**src/rtl/ledStatusPkg.sv**
```systemverilog
package ledStatusPkg;
  typedef struct packed {
    logic load;
    logic shift;
    logic finish;
  } ledStrobeT;
endpackage

```
**src/rtl/ledBlinker.sv**
```systemverilog
module ledBlinker #(
  parameter int TOGGLE_FRAMES = 1
) (
  input  logic clk,
  input  logic rstN,
  input  logic step,
  output logic phaseOn
);
  localparam int CW = (TOGGLE_FRAMES > 1) ? $clog2(TOGGLE_FRAMES) : 1;

  logic [CW-1:0] stepCnt;
  logic          phase;

  always_ff @(posedge clk or negedge rstN) begin
    if (!rstN) begin
      stepCnt <= '0;
      phase   <= 1'b0;
    end else if (step) begin
      if (stepCnt == CW'(TOGGLE_FRAMES - 1)) begin
        stepCnt <= '0;
        phase   <= ~phase;
      end else begin
        stepCnt <= stepCnt + 1'b1;
      end
    end
  end

  assign phaseOn = ~phase;

  // the phase flips only on a frame step
  a_r8_phase_moves_on_step: assert property (@(posedge clk) disable iff (!rstN)
    !step |=> $stable(phase));
endmodule

```
**src/rtl/ledShiftCtrl.sv**
```systemverilog
module ledShiftCtrl
  import ledStatusPkg::*;
#(
  parameter int NUM_PORTS     = 4,
  parameter int BIT_DIV       = 10,
  parameter int UPDATE_CYCLES = 500000
) (
  input  logic      clk,
  input  logic      rstN,
  input  logic      modeStrap,
  output ledStrobeT strb,
  output logic      enhMode,
  output logic      ledClk,
  output logic      updDone
);
  localparam int MAX_BITS  = 4 * NUM_PORTS;
  localparam int NORM_BITS = 2 * NUM_PORTS;
  localparam int UPD_W     = $clog2(UPDATE_CYCLES);
  localparam int DIV_W     = (BIT_DIV > 1) ? $clog2(BIT_DIV) : 1;
  localparam int BIT_W     = $clog2(MAX_BITS);
  localparam int HALF      = BIT_DIV / 2;

  typedef enum logic {ST_IDLE, ST_SHIFT} ctrlStateT;

  ctrlStateT        state;
  logic             armed;
  logic [UPD_W-1:0] updCnt;
  logic [DIV_W-1:0] divCnt;
  logic [BIT_W-1:0] bitCnt;
  logic             lastBit;
  logic             finQ;

  // strap capture at the first edge out of reset
  always_ff @(posedge clk or negedge rstN) begin
    if (!rstN) begin
      armed   <= 1'b0;
      enhMode <= 1'b0;
    end else begin
      armed <= 1'b1;
      if (!armed) enhMode <= ~modeStrap;
    end
  end

  // update interval timer
  always_ff @(posedge clk or negedge rstN) begin
    if (!rstN) begin
      updCnt <= '0;
    end else if (armed) begin
      if (updCnt == UPD_W'(UPDATE_CYCLES - 1)) updCnt <= '0;
      else updCnt <= updCnt + 1'b1;
    end
  end

  assign lastBit = enhMode ? (bitCnt == BIT_W'(MAX_BITS - 1))
                           : (bitCnt == BIT_W'(NORM_BITS - 1));

  always_comb begin
    strb.load   = armed && (updCnt == '0) && (state == ST_IDLE);
    strb.shift  = (state == ST_SHIFT) && (divCnt == '0);
    strb.finish = (state == ST_SHIFT) && (divCnt == DIV_W'(BIT_DIV - 1)) && lastBit;
  end

  // bit sequencing
  always_ff @(posedge clk or negedge rstN) begin
    if (!rstN) begin
      state  <= ST_IDLE;
      divCnt <= '0;
      bitCnt <= '0;
    end else if (strb.load) begin
      state  <= ST_SHIFT;
      divCnt <= '0;
      bitCnt <= '0;
    end else if (state == ST_SHIFT) begin
      if (divCnt == DIV_W'(BIT_DIV - 1)) begin
        divCnt <= '0;
        if (lastBit) state <= ST_IDLE;
        else bitCnt <= bitCnt + 1'b1;
      end else begin
        divCnt <= divCnt + 1'b1;
      end
    end
  end

  always_ff @(posedge clk or negedge rstN) begin
    if (!rstN) begin
      ledClk  <= 1'b0;
      finQ    <= 1'b0;
      updDone <= 1'b0;
    end else begin
      ledClk  <= (state == ST_SHIFT) && (divCnt >= DIV_W'(HALF));
      finQ    <= strb.finish;
      updDone <= finQ;
    end
  end

  // checker counters
  logic [BIT_W:0]   shiftSeen;
  logic [UPD_W:0]   gapCnt;
  logic             loadSeen;

  always_ff @(posedge clk or negedge rstN) begin
    if (!rstN) begin
      shiftSeen <= '0;
      gapCnt    <= '0;
      loadSeen  <= 1'b0;
    end else begin
      if (strb.load) shiftSeen <= '0;
      else if (strb.shift) shiftSeen <= shiftSeen + 1'b1;
      if (strb.load) begin
        gapCnt   <= '0;
        loadSeen <= 1'b1;
      end else begin
        gapCnt <= gapCnt + 1'b1;
      end
    end
  end

  a_r10_strobes_exclusive: assert property (@(posedge clk) disable iff (!rstN)
    $onehot0({strb.load, strb.shift, strb.finish}));

  a_r10_done_single: assert property (@(posedge clk) disable iff (!rstN)
    updDone |=> !updDone);

  a_r3_clk_low_at_done: assert property (@(posedge clk) disable iff (!rstN)
    updDone |-> !ledClk);

  a_r4_r5_frame_length: assert property (@(posedge clk) disable iff (!rstN)
    strb.finish |-> (shiftSeen == (enhMode ? (BIT_W+1)'(MAX_BITS) : (BIT_W+1)'(NORM_BITS))));

  a_r2_frame_interval: assert property (@(posedge clk) disable iff (!rstN)
    (strb.load && loadSeen) |-> (gapCnt == (UPD_W+1)'(UPDATE_CYCLES - 1)));

  a_r9_mode_held: assert property (@(posedge clk) disable iff (!rstN)
    (armed && $past(armed)) |-> $stable(enhMode));
endmodule

```
**src/rtl/ledShiftDatapath.sv**
```systemverilog
module ledShiftDatapath
  import ledStatusPkg::*;
#(
  parameter int NUM_PORTS    = 4,
  parameter int SLOW_UPDATES = 5,
  parameter int FAST_UPDATES = 1
) (
  input  logic                 clk,
  input  logic                 rstN,
  input  ledStrobeT            strb,
  input  logic                 enhMode,
  input  logic [NUM_PORTS-1:0] txPulse,
  input  logic [NUM_PORTS-1:0] rxPulse,
  input  logic [NUM_PORTS-1:0] linkUp,
  input  logic [NUM_PORTS-1:0] polarityBad,
  input  logic [NUM_PORTS-1:0] fullDuplex,
  input  logic [NUM_PORTS-1:0] codedLink,
  output logic                 ledData
);
  localparam int MAX_BITS  = 4 * NUM_PORTS;
  localparam int NORM_BITS = 2 * NUM_PORTS;

  logic [NUM_PORTS-1:0] txHold, rxHold, txSeen, rxSeen, statusOn;
  logic [NORM_BITS-1:0] normFrame;
  logic [MAX_BITS-1:0]  enhFrame, nextFrame, shiftReg;
  logic                 slowOn, fastOn;

  // activity stretchers: events held until the next frame load
  always_ff @(posedge clk or negedge rstN) begin
    if (!rstN) begin
      txHold <= '0;
      rxHold <= '0;
    end else if (strb.load) begin
      txHold <= '0;
      rxHold <= '0;
    end else begin
      txHold <= txHold | txPulse;
      rxHold <= rxHold | rxPulse;
    end
  end

  assign txSeen = txHold | txPulse;
  assign rxSeen = rxHold | rxPulse;

  ledBlinker #(.TOGGLE_FRAMES(SLOW_UPDATES)) slowBlink_i (
    .clk(clk), .rstN(rstN), .step(strb.load), .phaseOn(slowOn));

  ledBlinker #(.TOGGLE_FRAMES(FAST_UPDATES)) fastBlink_i (
    .clk(clk), .rstN(rstN), .step(strb.load), .phaseOn(fastOn));

  for (genvar p = 0; p < NUM_PORTS; p++) begin : g_port
    // link loss outranks bad polarity
    assign statusOn[p] = linkUp[p] ? (polarityBad[p] ? slowOn : 1'b1) : fastOn;
    assign normFrame[2*p]     = ~(txSeen[p] | rxSeen[p]);
    assign normFrame[2*p + 1] = ~statusOn[p];
    assign enhFrame[4*p]      = ~rxSeen[p];
    assign enhFrame[4*p + 1]  = ~txSeen[p];
    assign enhFrame[4*p + 2]  = ~fullDuplex[p];
    assign enhFrame[4*p + 3]  = ~codedLink[p];
  end

  assign nextFrame = enhMode ? enhFrame : {{(MAX_BITS - NORM_BITS){1'b1}}, normFrame};

  always_ff @(posedge clk or negedge rstN) begin
    if (!rstN) begin
      shiftReg <= '1;
      ledData  <= 1'b1;
    end else if (strb.load) begin
      shiftReg <= nextFrame;
    end else if (strb.shift) begin
      ledData  <= shiftReg[0];
      shiftReg <= {1'b1, shiftReg[MAX_BITS-1:1]};
    end else if (strb.finish) begin
      shiftReg <= '1;
    end
  end

  // a pulse outside a load cycle is remembered
  a_r7_pulse_held: assert property (@(posedge clk) disable iff (!rstN)
    ((|(txPulse | rxPulse)) && !strb.load) |=> (|(txHold | rxHold)));
endmodule

```
**src/rtl/ledStatusShifter.sv**
```systemverilog
module ledStatusShifter
  import ledStatusPkg::*;
#(
  parameter int NUM_PORTS     = 4,
  parameter int BIT_DIV       = 10,
  parameter int UPDATE_CYCLES = 500000,
  parameter int SLOW_UPDATES  = 5,
  parameter int FAST_UPDATES  = 1
) (
  input  logic                 clk,
  input  logic                 rstN,
  input  logic                 modeStrap,
  input  logic [NUM_PORTS-1:0] txPulse,
  input  logic [NUM_PORTS-1:0] rxPulse,
  input  logic [NUM_PORTS-1:0] linkUp,
  input  logic [NUM_PORTS-1:0] polarityBad,
  input  logic [NUM_PORTS-1:0] fullDuplex,
  input  logic [NUM_PORTS-1:0] codedLink,
  output logic                 ledClk,
  output logic                 ledData,
  output logic                 updDone
);
  ledStrobeT strb;
  logic      enhMode;

  ledShiftCtrl #(
    .NUM_PORTS(NUM_PORTS), .BIT_DIV(BIT_DIV), .UPDATE_CYCLES(UPDATE_CYCLES)
  ) ctrl_i (
    .clk(clk), .rstN(rstN), .modeStrap(modeStrap), .strb(strb),
    .enhMode(enhMode), .ledClk(ledClk), .updDone(updDone));

  ledShiftDatapath #(
    .NUM_PORTS(NUM_PORTS), .SLOW_UPDATES(SLOW_UPDATES), .FAST_UPDATES(FAST_UPDATES)
  ) dp_i (
    .clk(clk), .rstN(rstN), .strb(strb), .enhMode(enhMode),
    .txPulse(txPulse), .rxPulse(rxPulse), .linkUp(linkUp),
    .polarityBad(polarityBad), .fullDuplex(fullDuplex), .codedLink(codedLink),
    .ledData(ledData));

  // data is settled when the external register clocks it
  a_r3_data_stable_at_rise: assert property (@(posedge clk) disable iff (!rstN)
    $rose(ledClk) |-> $stable(ledData));
endmodule

```
**config.mk**
```make
export PLATFORM = sky130hd
export DESIGN_NAME = ledStatusShifter
export DESIGN_NICKNAME = d
export VERILOG_FILES = /design/src/rtl/ledStatusPkg.sv /design/src/rtl/ledBlinker.sv /design/src/rtl/ledShiftCtrl.sv /design/src/rtl/ledShiftDatapath.sv /design/src/rtl/ledStatusShifter.sv
export SDC_FILE = /design/constraint.sdc
export NUM_CORES = 1
export LEC_CHECK = 0
export BUFFER_PORTS_ARGS = -buffer_cell sky130_fd_sc_hd__buf_2
export CAP_MARGIN = 20
export CELL_PAD_IN_SITES_DETAIL_PLACEMENT = 1
export CELL_PAD_IN_SITES_GLOBAL_PLACEMENT = 1
export CORE_AREA = 3 3 88 90
export CTS_CLUSTER_DIAMETER = 120
export CTS_CLUSTER_SIZE = 28
export DETAILED_ROUTE_END_ITERATION = 8
export DIE_AREA = 0 0 91 93
export HOLD_SLACK_MARGIN = 0.12
export PLACE_DENSITY = 0.83
export SLEW_MARGIN = 20
export SYNTH_ARGS = -nofsm -noshare
export SYNTH_HDL_FRONTEND = slang
export SYNTH_SLANG_ARGS = --single-unit
```
**constraint.sdc**
```tcl
create_clock -name clk -period 2.6 [get_ports clk]
set_input_delay 0.26 -clock clk [delete_from_list [all_inputs] [get_ports clk]]
set_output_delay 0.26 -clock clk [all_outputs]
set_load 0.03 [all_outputs]
```
==> impl_metrics.tcl <==
set metrics [dict create \
    outcome "completed" \
    finalSetupViolCount 0 \
    p_int_w 0.00227 \
    finish.net_count 390 \
    grt_pass1_vias 2853 \
    area_growth_pct 16.3 \
    finalMaxSlewViolations 0 \
    diodes 0 \
    synth_ff_type "dfrtp_1" \
    ios 30 \
    fp.coreArea_um2 7140 \
    drtAntennaViolNets 0 \
    drt-total-wl_um 7920 \
    finalHoldViolCount 0 \
    fin_crit_sh_pct 85.4 \
    hold_class "in2reg" \
    rsz0062_at_grt "no" \
    required_ps 2870 \
    clockRootBuffer "clkbuf_8" \
    leakage_nw 1.50 \
    yosys-top-cells-area "dfrtp_1, dfstp_2, nor2_1, xnor2_1, o21ai_0" \
    synth_warnings 0 \
    skew_ps 5.34 \
    fmax_mhz 450 \
    worstMarginPinSlew_ps 714 \
    grt_pass1_wl_um 13600 \
    period_minus_slack_ps 2220 \
    vdd_drop_max_mv 0.325 \
    synth_cells 317 \
    syn_area_um2 3180 \
    finalSetupTns_ps 0 \
    gp_congestion 0.777 \
    critPathLaunchType "register" \
    portBuffers 29 \
    drt_iter0_drc 97 \
    combPwrFrac_pct 31.7 \
    synth_area_per_cell_um2 10.0 \
    synth.distinct_cells 52 \
    cts_tree "yes" \
    nFillCells 845 \
    synth_top_area_share_pct 36.1 \
    syn_nets 353 \
    yosysTopAreaCell "dfrtp_1" \
    switchingPower_w 0.00130 \
    dieArea_um2 8460 \
    seqPwrFrac_pct 43.7 \
    grt_max_degree 35 \
    switching_share_pct 36.5 \
    synth_common_cells "dfrtp_1, nor2_1, o21ai_0, dfstp_2, nand3_1" \
    drtPass1Iterations 4 \
    clock_power_share_pct 24.6 \
    synthArstFlopShare_pct 100 \
    routedWlPerCell_um 17.3 \
    synth_seq_cells 63 \
    worst_ep_arrival_time_ps 2500 \
    dp_hpwl_um 5590 \
    clkSinkCount 63 \
    cp_max_fo 27 \
    clk_pin_slew_ps 70 \
    yosysSeqAreaShare_pct 50.2 \
    grt-ovfl-total 0 \
    numCtsBuffers 9 \
    relSlewSlack_pct 52.4 \
    dieWidth_um 91 \
    yosysMostFrequentCell "dfrtp_1" \
    drive_above_1_share_pct 22.3 \
    initial_core_util_pct 44.6 \
    path_class "reg2reg" \
    power.density_nw_per_um2 966 \
    clock_latency_ps 350 \
    rows 31 \
    drc 0 \
    htreeDepth 3 \
    track_usage_pct 20.2 \
    die_h_um 93 \
    drv_cap 0 \
    hold_slack_ps 146 \
    clk_path_buf_depth 2 \
    num_vias 2567 \
    avgViaCountPerCell 5.60 \
    synth_edf_count 0 \
    cp-end-kind "register" \
    antenna_found_initial 0 \
]
## layer usage
metal	GRT usage, %	up-vias	routed length (µm)
li1	-	1226	-
met1	23.6	1278	3430
met2	35.4	49	4030
met3	5.15	14	344
met4	8.29	0	118
met5	0	-	0
## kinds of logic after synthesis
logic type               share of synthesized area, %
AND/OR/NAND/NOR                                  19.4
AO/OA/AOI/OAI                                    15.8
flip-flops                                       50.2
buffers and inverters                            4.05
XOR/XNOR                                         4.40
adder cells (fa/ha/maj)                          3.54
multiplexers                                     2.59
other                                           0.118
## path summary, 6_finish.rpt
check	start	end	slack, ps	cells past startpoint
min in group asynchronous	rstN	dp_i.txHold[2]$_DFF_PN0_	500	2
max in group asynchronous	rstN	dp_i.shiftReg[0]$_DFFE_PN1P_	1410	3
setup / recovery	ctrl_i.updCnt[0]$_DFFE_PN0P_	dp_i.shiftReg[7]$_DFFE_PN1P_	380	7
hold reg to reg	ctrl_i.finQ$_DFF_PN0_	ctrl_i.updDone$_DFF_PN0_	360	0
setup reg to reg	ctrl_i.updCnt[0]$_DFFE_PN0P_	dp_i.shiftReg[7]$_DFFE_PN1P_	380	7
hold / removal	rxPulse[0]	dp_i.rxHold[0]$_DFF_PN0_	150	3
## repair_timing
action | 4_1_cts | 5_1_grt
buffers inserted | 0 | 0
hold buffers | 3 | 0
gates resized for setup | 0 | 0
endpoints found under the setup margin | 0 | 0
endpoints found under the hold margin | 31 | 0
## registers in the layout (all words and copies together) (netlist names)
signal and count:
ctrl_i.updCnt 19, dp_i.shiftReg 16, ctrl_i.bitCnt 4, ctrl_i.divCnt 4, dp_i.rxHold 4, dp_i.txHold 4
dp_i.slowBlink_i.stepCnt 3, ctrl_i.armed 1, ctrl_i.enhMode 1, ctrl_i.finQ 1, ctrl_i.ledClk 1, ctrl_i.state 1
ctrl_i.updDone 1, dp_i.fastBlink_i.phase 1, dp_i.ledData 1, dp_i.slowBlink_i.phase 1
## layout make-up
type	instances	area [µm²]	share of cell area, %
timing repair buffer	41	268	7.23
clock inverter	4	45.0	1.22
clock buffer	12	155	4.19
sequential	63	1600	43.1
multi-input combinational	224	1460	39.4
tap	99	124	3.34
inverter	15	56.3	1.52
## power by group through the flow
stage	clock network, W	registers (W)	logic [W]
3_5_place_dp	0	0.00158	0.00114
5_1_grt	0.000954	0.00160	0.00128
3_3_place_gp	0	0.00155	0.00105
2_1_floorplan	0	0.00152	0.000819
6_report	0.000880	0.00156	0.00113
4_1_cts	0.000893	0.00156	0.00115
## critical path: stages (launching register included)
cell	delay [ps]
dfrtp_1	430
inv_1	80
ha_1	140
or4b_4	480
or3_4	420
nor3_4	160
buf_12	200
mux2i_1	220
## placed cells by master (no fill, tap or decap), types with 3 or more instances in the layout
cell	netlist	layout
dfrtp_1	46	46
nor2_1	43	43
buf_2	4	29
o21ai_0	23	23
nand3_1	17	17
dfstp_2	17	17
a211oi_1	15	15
inv_1	14	14
xnor2_1	14	14
clkbuf_8	0	11
nand2_1	10	10
nand4_1	9	9
ha_1	9	9
a21oi_1	7	7
buf_4	1	7
nor3_1	6	6
mux2i_1	6	6
o22ai_1	6	6
a31oi_1	6	6
a41oi_1	4	4
and4_1	3	3
o31a_1	3	3
o2111ai_1	3	3
or3_1	3	3
nand2b_1	3	3
clkinv_2	0	3
dlygate4sd3_1	0	3
## stage by stage
stage | power, W | worst slack [ps] | instance area, µm² | instances | utilization [%]
after detailed placement | 0.00271 | 389 | 3470 | 439 | 48.7
after global placement | 0.00260 | 488 | 3470 | 439 | 48.7
final | 0.00358 | 379 | 3700 | 458 | 51.9
after floorplan | 0.00234 | 445 | 3180 | 317 | -
after CTS | 0.00360 | 369 | 3700 | 458 | 51.9
after global routing | 0.00383 | 256 | 3700 | 458 | 51.9
(Power assumes the default switching activity.)
